**src/rtl/irlink_pkg.sv**
```systemverilog
package irlink_pkg;

  typedef enum logic [1:0] {
    MODE_OFF = 2'b00,
    MODE_TX  = 2'b01,
    MODE_RX  = 2'b10,
    MODE_BAD = 2'b11
  } irl_mode_e;

  typedef struct packed {
    irl_mode_e mode;
    logic      pulse_en;
    logic      btb_en;
    logic      loop_en;
    logic      abort;
    logic      done;
  } irl_ctl_t;

  function automatic logic irl_is_tx(irl_mode_e m);
    return m == MODE_TX;
  endfunction

  function automatic logic irl_is_rx(irl_mode_e m);
    return m == MODE_RX;
  endfunction

  function automatic logic [7:0] irl_pack(irl_ctl_t c);
    return {c.mode, c.pulse_en, c.btb_en, c.loop_en, c.abort, c.done, 1'b0};
  endfunction

endpackage

```
**src/rtl/irlink_ctlreg.sv**
```systemverilog
module irlink_ctlreg
  import irlink_pkg::*;
(
  input  logic       clk,
  input  logic       rst_n,
  input  logic       wr_en,
  input  logic [7:0] wr_data,
  input  logic       fast_mode,
  input  logic       tc,
  input  logic       fifo_empty,
  input  logic       fifo_underrun,
  input  logic       frame_rise,
  input  logic       eom_in,
  output irl_ctl_t   ctl,
  output logic       abort_acc,
  output logic       tx_autoclr,
  output logic       rx_autoclr
);

  irl_mode_e wr_mode;
  logic      tx_arm;
  logic      rx_arm;
  logic      is_tx;
  logic      is_rx;

  assign wr_mode    = irl_mode_e'(wr_data[7:6]);
  assign is_tx      = irl_is_tx(ctl.mode);
  assign is_rx      = irl_is_rx(ctl.mode);
  assign abort_acc  = wr_en & wr_data[2] & fast_mode & irl_is_tx(wr_mode);
  assign tx_autoclr = ~fast_mode & frame_rise & tx_arm & is_tx;
  assign rx_autoclr = ~fast_mode & frame_rise & rx_arm & is_rx;

  // arm flags remember an underrun / terminal count until the frame ends
  always_ff @(posedge clk or negedge rst_n) begin
    if (!rst_n) begin
      tx_arm <= 1'b0;
      rx_arm <= 1'b0;
    end else begin
      if (wr_en || !is_tx || tx_autoclr)        tx_arm <= 1'b0;
      else if (!fast_mode && fifo_underrun)     tx_arm <= 1'b1;

      if (wr_en || !is_rx || rx_autoclr)        rx_arm <= 1'b0;
      else if (!fast_mode && (fifo_underrun || tc)) rx_arm <= 1'b1;
    end
  end

  always_ff @(posedge clk or negedge rst_n) begin
    if (!rst_n) begin
      ctl <= '0;
    end else if (wr_en) begin
      ctl.mode     <= wr_mode;
      ctl.pulse_en <= wr_data[5];
      ctl.btb_en   <= wr_data[4];
      ctl.loop_en  <= wr_data[3] & (wr_mode == MODE_OFF);
      ctl.abort    <= ctl.abort | abort_acc;
      ctl.done     <= wr_data[1];
    end else begin
      if (tx_autoclr || rx_autoclr) ctl.mode <= MODE_OFF;
      if (eom_in) ctl.abort <= 1'b0;
      if (tc && is_tx)                ctl.done <= 1'b1;
      else if (eom_in && fifo_empty)  ctl.done <= 1'b0;
    end
  end

endmodule

```
**src/rtl/irlink_steer.sv**
```systemverilog
module irlink_steer
  import irlink_pkg::*;
#(
  parameter int FLAG_W = 4
) (
  input  logic              clk,
  input  logic              rst_n,
  input  irl_ctl_t          ctl,
  input  logic              fast_mode,
  input  logic              tc,
  input  logic              fifo_over_thr,
  input  logic [FLAG_W-1:0] btb_flags,
  output logic              tx_en,
  output logic              rx_en,
  output logic              fifo_dir_tx,
  output logic              fifo_dir_rx,
  output logic              btb_run,
  output logic [FLAG_W-1:0] btb_gap
);

  logic tx_go;
  logic is_tx;

  assign is_tx = irl_is_tx(ctl.mode);

  always_ff @(posedge clk or negedge rst_n) begin
    if (!rst_n)                   tx_go <= 1'b0;
    else if (!is_tx)              tx_go <= 1'b0;
    else if (tc || fifo_over_thr) tx_go <= 1'b1;
  end

  assign tx_en       = is_tx & tx_go;
  assign rx_en       = irl_is_rx(ctl.mode);
  assign fifo_dir_tx = is_tx;
  assign fifo_dir_rx = irl_is_rx(ctl.mode);
  assign btb_run     = ctl.btb_en & fast_mode & is_tx;
  assign btb_gap     = btb_run ? btb_flags : '0;

endmodule

```
**src/rtl/irlink_pulse_timer.sv**
```systemverilog
module irlink_pulse_timer #(
  parameter int PULSE_CYC = 25_000_000
) (
  input  logic clk,
  input  logic rst_n,
  input  logic run,
  output logic stb
);

  localparam int CW = (PULSE_CYC > 2) ? $clog2(PULSE_CYC) : 1;
  localparam logic [CW-1:0] LAST = CW'(PULSE_CYC - 1);

  logic [CW-1:0] cnt;

  function automatic logic at_last(logic [CW-1:0] c);
    return c == LAST;
  endfunction

  always_ff @(posedge clk or negedge rst_n) begin
    if (!rst_n) begin
      cnt <= '0;
      stb <= 1'b0;
    end else if (!run) begin
      cnt <= '0;
      stb <= 1'b0;
    end else if (at_last(cnt)) begin
      cnt <= '0;
      stb <= 1'b1;
    end else begin
      cnt <= cnt + 1'b1;
      stb <= 1'b0;
    end
  end

endmodule

```
**src/rtl/irlink_modectl.sv**
```systemverilog
module irlink_modectl
  import irlink_pkg::*;
#(
  parameter int PULSE_CYC = 25_000_000,
  parameter int FLAG_W    = 4
) (
  input  logic              clk,
  input  logic              rst_n,
  input  logic              wr_en,
  input  logic [7:0]        wr_data,
  output logic [7:0]        rd_data,
  input  logic              fast_mode,
  input  logic              tc,
  input  logic              fifo_empty,
  input  logic              fifo_underrun,
  input  logic              fifo_over_thr,
  input  logic              frame_act_n,
  input  logic              eom_in,
  input  logic [FLAG_W-1:0] btb_flags,
  output logic              tx_en,
  output logic              rx_en,
  output logic              abort_req,
  output logic              eom_force,
  output logic              fifo_clr,
  output logic              fifo_dir_tx,
  output logic              fifo_dir_rx,
  output logic              pulse_stb,
  output logic              loop_en,
  output logic              btb_run,
  output logic [FLAG_W-1:0] btb_gap
);

  irl_ctl_t ctl;
  logic     frame_q;
  logic     frame_rise;
  logic     abort_acc;
  logic     tx_autoclr;
  logic     rx_autoclr;
  logic     link_idle;
  logic     pulse_run;

  always_ff @(posedge clk or negedge rst_n) begin
    if (!rst_n) begin
      frame_q  <= 1'b1;
      fifo_clr <= 1'b0;
    end else begin
      frame_q  <= frame_act_n;
      fifo_clr <= abort_acc;
    end
  end

  assign frame_rise = frame_act_n & ~frame_q;

  irlink_ctlreg u_reg (
    .clk          (clk),
    .rst_n        (rst_n),
    .wr_en        (wr_en),
    .wr_data      (wr_data),
    .fast_mode    (fast_mode),
    .tc           (tc),
    .fifo_empty   (fifo_empty),
    .fifo_underrun(fifo_underrun),
    .frame_rise   (frame_rise),
    .eom_in       (eom_in),
    .ctl          (ctl),
    .abort_acc    (abort_acc),
    .tx_autoclr   (tx_autoclr),
    .rx_autoclr   (rx_autoclr)
  );

  irlink_steer #(.FLAG_W(FLAG_W)) u_steer (
    .clk          (clk),
    .rst_n        (rst_n),
    .ctl          (ctl),
    .fast_mode    (fast_mode),
    .tc           (tc),
    .fifo_over_thr(fifo_over_thr),
    .btb_flags    (btb_flags),
    .tx_en        (tx_en),
    .rx_en        (rx_en),
    .fifo_dir_tx  (fifo_dir_tx),
    .fifo_dir_rx  (fifo_dir_rx),
    .btb_run      (btb_run),
    .btb_gap      (btb_gap)
  );

  assign link_idle = ~tx_en & ~rx_en & frame_act_n;
  assign pulse_run = ctl.pulse_en & fast_mode & link_idle;

  irlink_pulse_timer #(.PULSE_CYC(PULSE_CYC)) u_pulse (
    .clk  (clk),
    .rst_n(rst_n),
    .run  (pulse_run),
    .stb  (pulse_stb)
  );

  assign rd_data   = irl_pack(ctl);
  assign abort_req = ctl.abort;
  assign eom_force = ctl.abort;
  assign loop_en   = ctl.loop_en;

endmodule

```
**config.mk**
```make
export PLATFORM = sky130hd
export DESIGN_NAME = irlink_modectl
export DESIGN_NICKNAME = d
export VERILOG_FILES = /design/src/rtl/irlink_pkg.sv /design/src/rtl/irlink_ctlreg.sv /design/src/rtl/irlink_steer.sv /design/src/rtl/irlink_pulse_timer.sv /design/src/rtl/irlink_modectl.sv
export SDC_FILE = /design/constraint.sdc
export NUM_CORES = 1
export LEC_CHECK = 0
export BUFFER_PORTS_ARGS = -buffer_cell sky130_fd_sc_hd__buf_2
export CORE_MARGIN = 1
export CORE_UTILIZATION = 40
export DETAILED_ROUTE_END_ITERATION = 12
export SYNTH_ARGS = -nofsm -noshare
export SYNTH_HDL_FRONTEND = slang
export SYNTH_SLANG_ARGS = --single-unit
```
**constraint.sdc**
```tcl
create_clock -name clk -period 3.2 [get_ports clk]
set_clock_uncertainty 0.15 [all_clocks]
set_input_delay 0.64 -clock clk [delete_from_list [all_inputs] [get_ports clk]]
set_output_delay 0.64 -clock clk [all_outputs]
set_load 0.03 [all_outputs]
```
Word level (Yosys, flattened, before mapping)
Index checks and enable logic that the tools add are counted.
{"block": "totals", "register_bits": 38, "latchBits": 0, "mem_bits_rw": 0, "mem_bits_ro": 0, "inputBits": 22, "output_inout_bits": 22, "n_memories": 0}
{"block": "op_classes", "add_sub_neg": 1, "n_mul": 0, "n_div": 0, "magnitude_cmp": 0, "n_eq_ne": 5, "shifts": 0, "mux": 17, "n_bitwise": 22, "reduce_logical": 20}
{"cell": "$mux 25", "count": 2}
{"cell": "$add 25x1->25 const B", "count": 1}
{"cell": "$eq 25x25->1 const B", "count": 1}
{"cell": "$and 1x1->1", "count": 17}
{"cell": "$mux 1", "count": 11}
{"cell": "$reduce_bool 2->1", "count": 4}
{"cell": "$logic_or 1x1->1", "count": 7}
{"cell": "$mux 2", "count": 3}
{"cell": "$eq 2x1->1 const B", "count": 2}
{"cell": "$logic_and 1x1->1", "count": 4}
{"cell": "$mux 4", "count": 1}
{"cell": "$not 1->1", "count": 4}
{"cell": "$logic_not 1->1", "count": 3}
{"cell": "$reduce_bool 3->1", "count": 1}
{"cell": "$eq 2x2->1 const B", "count": 1}
{"cell": "$logic_not 2->1", "count": 1}
{"cell": "$ne 2x1->1 const B", "count": 1}
{"cell": "$or 1x1->1", "count": 1}

Depth between registers and ports, before layout
{"block": "depth", "depth_word": 8, "ltp_mapped": 6, "depth_no_buf": 5}

By module
From an unflattened synthesis, not the netlist that was laid out.
{"block": "unflattened", "hier_cells": 203, "hier_area_um2": 1990.7}
{"module": "irlink_pulse_timer", "instances": 1, "cells_per_inst": 138, "area_per_inst_um2": 1333.8, "seq_area_each_um2": 650.6}
{"module": "irlink_ctlreg", "instances": 1, "cells_per_inst": 44, "area_per_inst_um2": 454.2, "seq_area_each_um2": 225.2}
{"module": "irlink_modectl", "instances": 1, "cells_per_inst": 10, "area_per_inst_um2": 106.4, "seq_area_each_um2": 51.3}
{"module": "irlink_steer", "instances": 1, "cells_per_inst": 11, "area_per_inst_um2": 96.3, "seq_area_each_um2": 25.0}

Least setup slack after synthesis
Ideal clock, no wire load.
{"block": "synth_path", "path_type": "reg2out", "startpoint": "reg, netlist name u_reg.ctl[5]", "endpoint": "out btb_gap[0]", "arrival_ns": 1.901, "t_required_ns": 2.410, "setup_slack_ns": 0.509, "stages_incl_launch_ff": 5, "n_path_buf": 1, "path_cell_list": "dfrtp_1 > nor2b_1 > clkbuf_1 > and3_1 > and2_1"}
{"block": "synth_via", "elab_chain_cells": 3}
{"item": "$eq 2x1->1", "line_no": "irlink_pkg.sv:20", "text": "return m == MODE_TX;"}
{"item": "net fifo_dir_tx", "line_no": "irlink_modectl.sv:25", "text": "output logic fifo_dir_tx,"}
{"item": "$and 1x1->1", "line_no": "irlink_steer.sv:36", "text": "assign btb_run = ctl.btb_en & fast_mode & is_tx;"}
{"item": "net btb_run", "line_no": "irlink_modectl.sv:29", "text": "output logic btb_run,"}
{"item": "$mux 4", "line_no": "irlink_steer.sv:37", "text": "assign btb_gap = btb_run ? btb_flags : '0;"}
{"item": "end, declared", "line_no": "irlink_modectl.sv:30", "text": "output logic [FLAG_W-1:0] btb_gap"}
The timed path passes the listed nets, and every way through them passes these cells.

Worst setup path after layout
{"block": "layout_path", "startpoint": "reg u_pulse.cnt[10]", "endpoint": "reg u_pulse.cnt[16]"}
{"block": "layout_via", "elab_chain_cells": 3, "word_cells_on_any_way": 4, "classes_between": "add/sub (1); eq/ne (1); mux (2)"}
{"item": "start, declared", "line_no": "irlink_pulse_timer.sv:13", "text": "logic [CW-1:0] cnt;"}
{"item": "start signal, assigned", "line_no": "irlink_pulse_timer.sv:30", "text": "cnt <= cnt + 1'b1;"}
{"item": "$add 25x1->25 or $eq 25x25->1 (tied branches)", "line_no": "irlink_pulse_timer.sv:30, irlink_pulse_timer.sv:16"}
{"item": "$mux 25 (*)", "line_no": "irlink_pulse_timer.sv:26", "text": "end else if (at_last(cnt)) begin"}
{"item": "$mux 25 (*)", "line_no": "irlink_pulse_timer.sv:23", "text": "end else if (!run) begin"}
Every way passes the cells marked *; elsewhere a longest branch is shown, timed or not.
A chain may end at the register's enable or synchronous reset.

==> results.txt <==
- The flow ran to the end, and the final reports show no timing, DRC or antenna violations.
* Iteration-0 DRC count of the detailed router: 92
- The floorplan step defined a die boundary enclosing about 0.0053 mm2.
- Of the total power, the clock network draws 0.356.
* Vias/cell: approximately 5.3
* Wire length of the first global-routing pass: slightly above 7 mm
* CTS tree: yes
- Timing would allow up to around 0.40 GHz.
- Area leader, netlist: sky130_fd_sc_hd__dfrtp_1
* Pin count of the biggest net entering global routing: 39
* Mean instance size in the synthesized netlist: about 10 um2
- Dividing the final minimum period by the clock period gives 0.789.
- Power share of the sequential group: 0.526
- Clock sink total: 38
* NetSw: 250 uW
* Number of instances in the synthesized netlist: around 190
- Setup violation total in the final timing report: 0
- The smallest clock period supported by the final layout is computed as roughly 2.5 ns.
- Actual transition at the worst max-transition pin: between 0.8 and 0.9 ns
- Number of buffers inserted by hold repair at cts: 0
- Initial core utilization: 0.420
- Of the post-synthesis cell area, the dominant cell type holds 0.461.
- Number of nets in the layout: 253
- Yosys warning count: 0
* Most common library cell in the layout ignoring fill and taps: sky130_fd_sc_hd__buf_2
- Highest ir drop seen on vdd: between 200 and 250 uV
- Bufs on Longest Clock Path: 2
- Synthesis produced a netlist with a net count of roughly 220.
* Commonest cells after routing, fill and taps aside: sky130_fd_sc_hd__buf_2 (41), sky130_fd_sc_hd__dfrtp_1 (37), sky130_fd_sc_hd__nor2_2 (14)
- Initial antenna violation count: 0
- In this run the power density over the cells is 410 mW/mm2.
- Counting the buffers created by CTS gives 5.
- Number of resized instances in the post-cts repair step: 0
- Total negative slack: 0 ns
- 44 I/O pins were placed.
* Detailed-route DRC error count: 0
- The share of total power dissipated in combinational logic is 0.118.
- The first detailed-routing pass took 4 iterations.
- Unrepaired setup endpoints after global routing: no
* Leakage power: 0.975 nW
* Number of antenna diodes: 0
- Final hold violation count: 0
- Of the total power, the share spent switching nets is 0.263.
- The count of buffers added on input and output ports is 41.
* CP Class: flip-flop to flip-flop
- Floorplan die width: ~73 um
* Cell internal pwr: roughly 700 uW
- In this run, placement finished with an instance count of 290.
* Leftover overflow at the end of global routing: 0
* Maximum net fanout on the critical path: 13
* All-Layer GR Usage: 0.176
- Arrival time at the worst endpoint: approximately 2.6 ns
- Row generation in the floorplan step produced 25 rows.
* ANT nets after route: 0
- Total standard cell area after synthesis: about 0.0020 mm2
* Skew-Pair Late Insertion Delay: around 0.29 ns
* Number of cells in the finished layout apart from fillers: between 200 and 300
- Post-synthesis simple-gate area fraction: 0.285
- Once placement finished, the instance area stood at about 0.0022 mm2.
- Synthesis inferred 38 register bits.
- Of the cells placed in the final design, the portion with a size suffix greater than 1 is 0.342.
- Final-report max-slew violation count: 0
* Reg clk slew, reported paths: ~0.070 ns
* WL per Instance: ~13 um
- After clock tree synthesis, the setup repair step added 0 buffers.
* HPWL after DPL: around 2.8 mm
- The H-tree generated during clock tree synthesis spans 2 levels.
- At the worst endpoint, the required time is 3.22 ns.
- Total routed wirelength: around 4 mm
- In the post-synthesis netlist, the biggest area contributors are sky130_fd_sc_hd__dfrtp_1 (46%), sky130_fd_sc_hd__nor2_2 (4.4%), sky130_fd_sc_hd__or4_1 (3.7%), sky130_fd_sc_hd__xor2_1 (3.5%), sky130_fd_sc_hd__o31ai_1 (3.0%).
- The compound-cell area share of the yosys netlist is 0.111.
- The detailed router placed between 1.5k and 2k vias in this run.
- Relative to the synthesized area, the layout overhead comes to 15.6%.
- CTS root buf: sky130_fd_sc_hd__clkbuf_8
- Via count of the first global-routing pass: between 1.5k and 2k
- Portion of netlist area occupied by mux cells: 0.0168
* Worst setup SP type: flip-flop
* Critical Path End Type: flip-flop
* Final weighted congestion in routability-driven placement: about 0.75
- Max_slew headroom: 0.439
- Class of the most critical hold timing path: primary input to async pin
- Of the total synthesized cell area, the portion taken by XOR and XNOR cells is 0.0567.
- In this run the standard cell core region covers 0.00479 mm2.
- In this run the vertical extent of the chip is ~73 um.
* Count of unique library cells instantiated by Yosys: 44
* Max cap viols: 0
- After synthesis, the largest family of logic cells by area is simple AND/OR/NAND/NOR gates.
- Fraction of the mapped netlist area in adder cells: 0.00623
* Fraction of the yosys area taken by sequential cells: 0.474
- After routing the design area is 0.00232 mm2.
## metal layers
layer	global-route usage	routed length [um]	up-vias
met1	0.228	1930	761
met5	0	0	-
met3	0.0401	197	4
li1	-	-	772
met2	0.288	1820	44
met4	0.0654	44	0
## cells by family (layout without fill, tap and decap cells)
logic type,count (synthesis),in the layout
and+or+nand+nor,91,91
DFF,38,38
AOI/OAI and AO/OA,31,31
buffers and inverters,15,53
xor gates and xnor gates,13,13
muxes,3,3
adders and majority gates,1,1
other,1,1
## cell type report
class / instances / area, um2
fillers: 464 / 2460
multi-input cells: 140 / 960
flip-flops and latches: 38 / 952
repair buffers: 42 / 225
clock buffers: 7 / 86.3
well taps: 67 / 83.8
inverters: 3 / 11.3
clock inverters: 1 / 5.00
## synth_stat cells (all sizes together)
cell and number:
and2 6, dfstp 1, nand4 9, buf 8
or4bb 1, nand3 7, mux2 3, nor3 2
o31ai 8, nor2 16, or3 4, a221oi 1
nand2b 3, nor4 3, nand4bb 1, clkbuf 4
ha 1, and3 6, or3b 1, conb 1
o21ai 6, xnor2 5, or2 2, nand2 12
nor2b 2, xor2 8, and4 1, or4 11
a211oi 1, inv 3, a21o 1, a22oi 1
o31a 1, a21oi 12, nor3b 4, dfrtp 37
## worst max-delay path, stage by stage (launching register included)
cell                      delay [ns]
sky130_fd_sc_hd__dfrtp_1        0.46
sky130_fd_sc_hd__or4_1          0.55
sky130_fd_sc_hd__or4_4          0.52
sky130_fd_sc_hd__o21ai_4        0.46
sky130_fd_sc_hd__buf_12         0.22
sky130_fd_sc_hd__a21oi_1        0.05
## path summary, 6_finish.rpt
kind,start,to,slack (ns),cells past startpoint
max,u_pulse.cnt[10],u_pulse.cnt[16],0.68,5
min,rst_n,u_pulse.cnt[23],0.30,1
max reg2reg,u_pulse.cnt[10],u_pulse.cnt[16],0.68,5
min reg2reg,u_pulse.cnt[0],u_pulse.cnt[0],0.31,1
max in group asynchronous,rst_n,u_reg.rx_arm,2.07,1
min in group clk,u_pulse.cnt[0],u_pulse.cnt[0],0.31,1
## power by group through the flow
stage / clock network (mW) / logic (mW) / registers (mW)
2_1_floorplan: 0 / 0.0585 / 0.525
3_5_place_dp: 0 / 0.115 / 0.510
6_report: 0.339 / 0.112 / 0.501
3_3_place_gp: 0 / 0.113 / 0.510
5_1_grt: 0.375 / 0.122 / 0.502
4_1_cts: 0.350 / 0.115 / 0.501
## state kept, by name, summed over array words and instances, names as in the netlist
register,cells
fifo_clr,1
u_reg.ctl,7
u_reg.tx_arm,1
frame_q,1
u_steer.tx_go,1
u_reg.rx_arm,1
u_pulse.cnt,25
u_pulse.stb,1
## per-stage QoR
stage | hold slack, ns | utilization | total power, mW | setup slack, ns
6_report | 0.301 | 0.485 | 0.952 | 0.676
5_1_grt | 0.302 | 0.485 | 0.999 | 0.562
4_1_cts | 0.305 | 0.485 | 0.966 | 0.669
3_5_place_dp | 0.304 | 0.466 | 0.624 | 0.684
3_3_place_gp | 0.304 | 0.466 | 0.623 | 0.705
2_1_floorplan | 0.194 | - | 0.583 | 0.509
(Power assumes the default switching activity.)
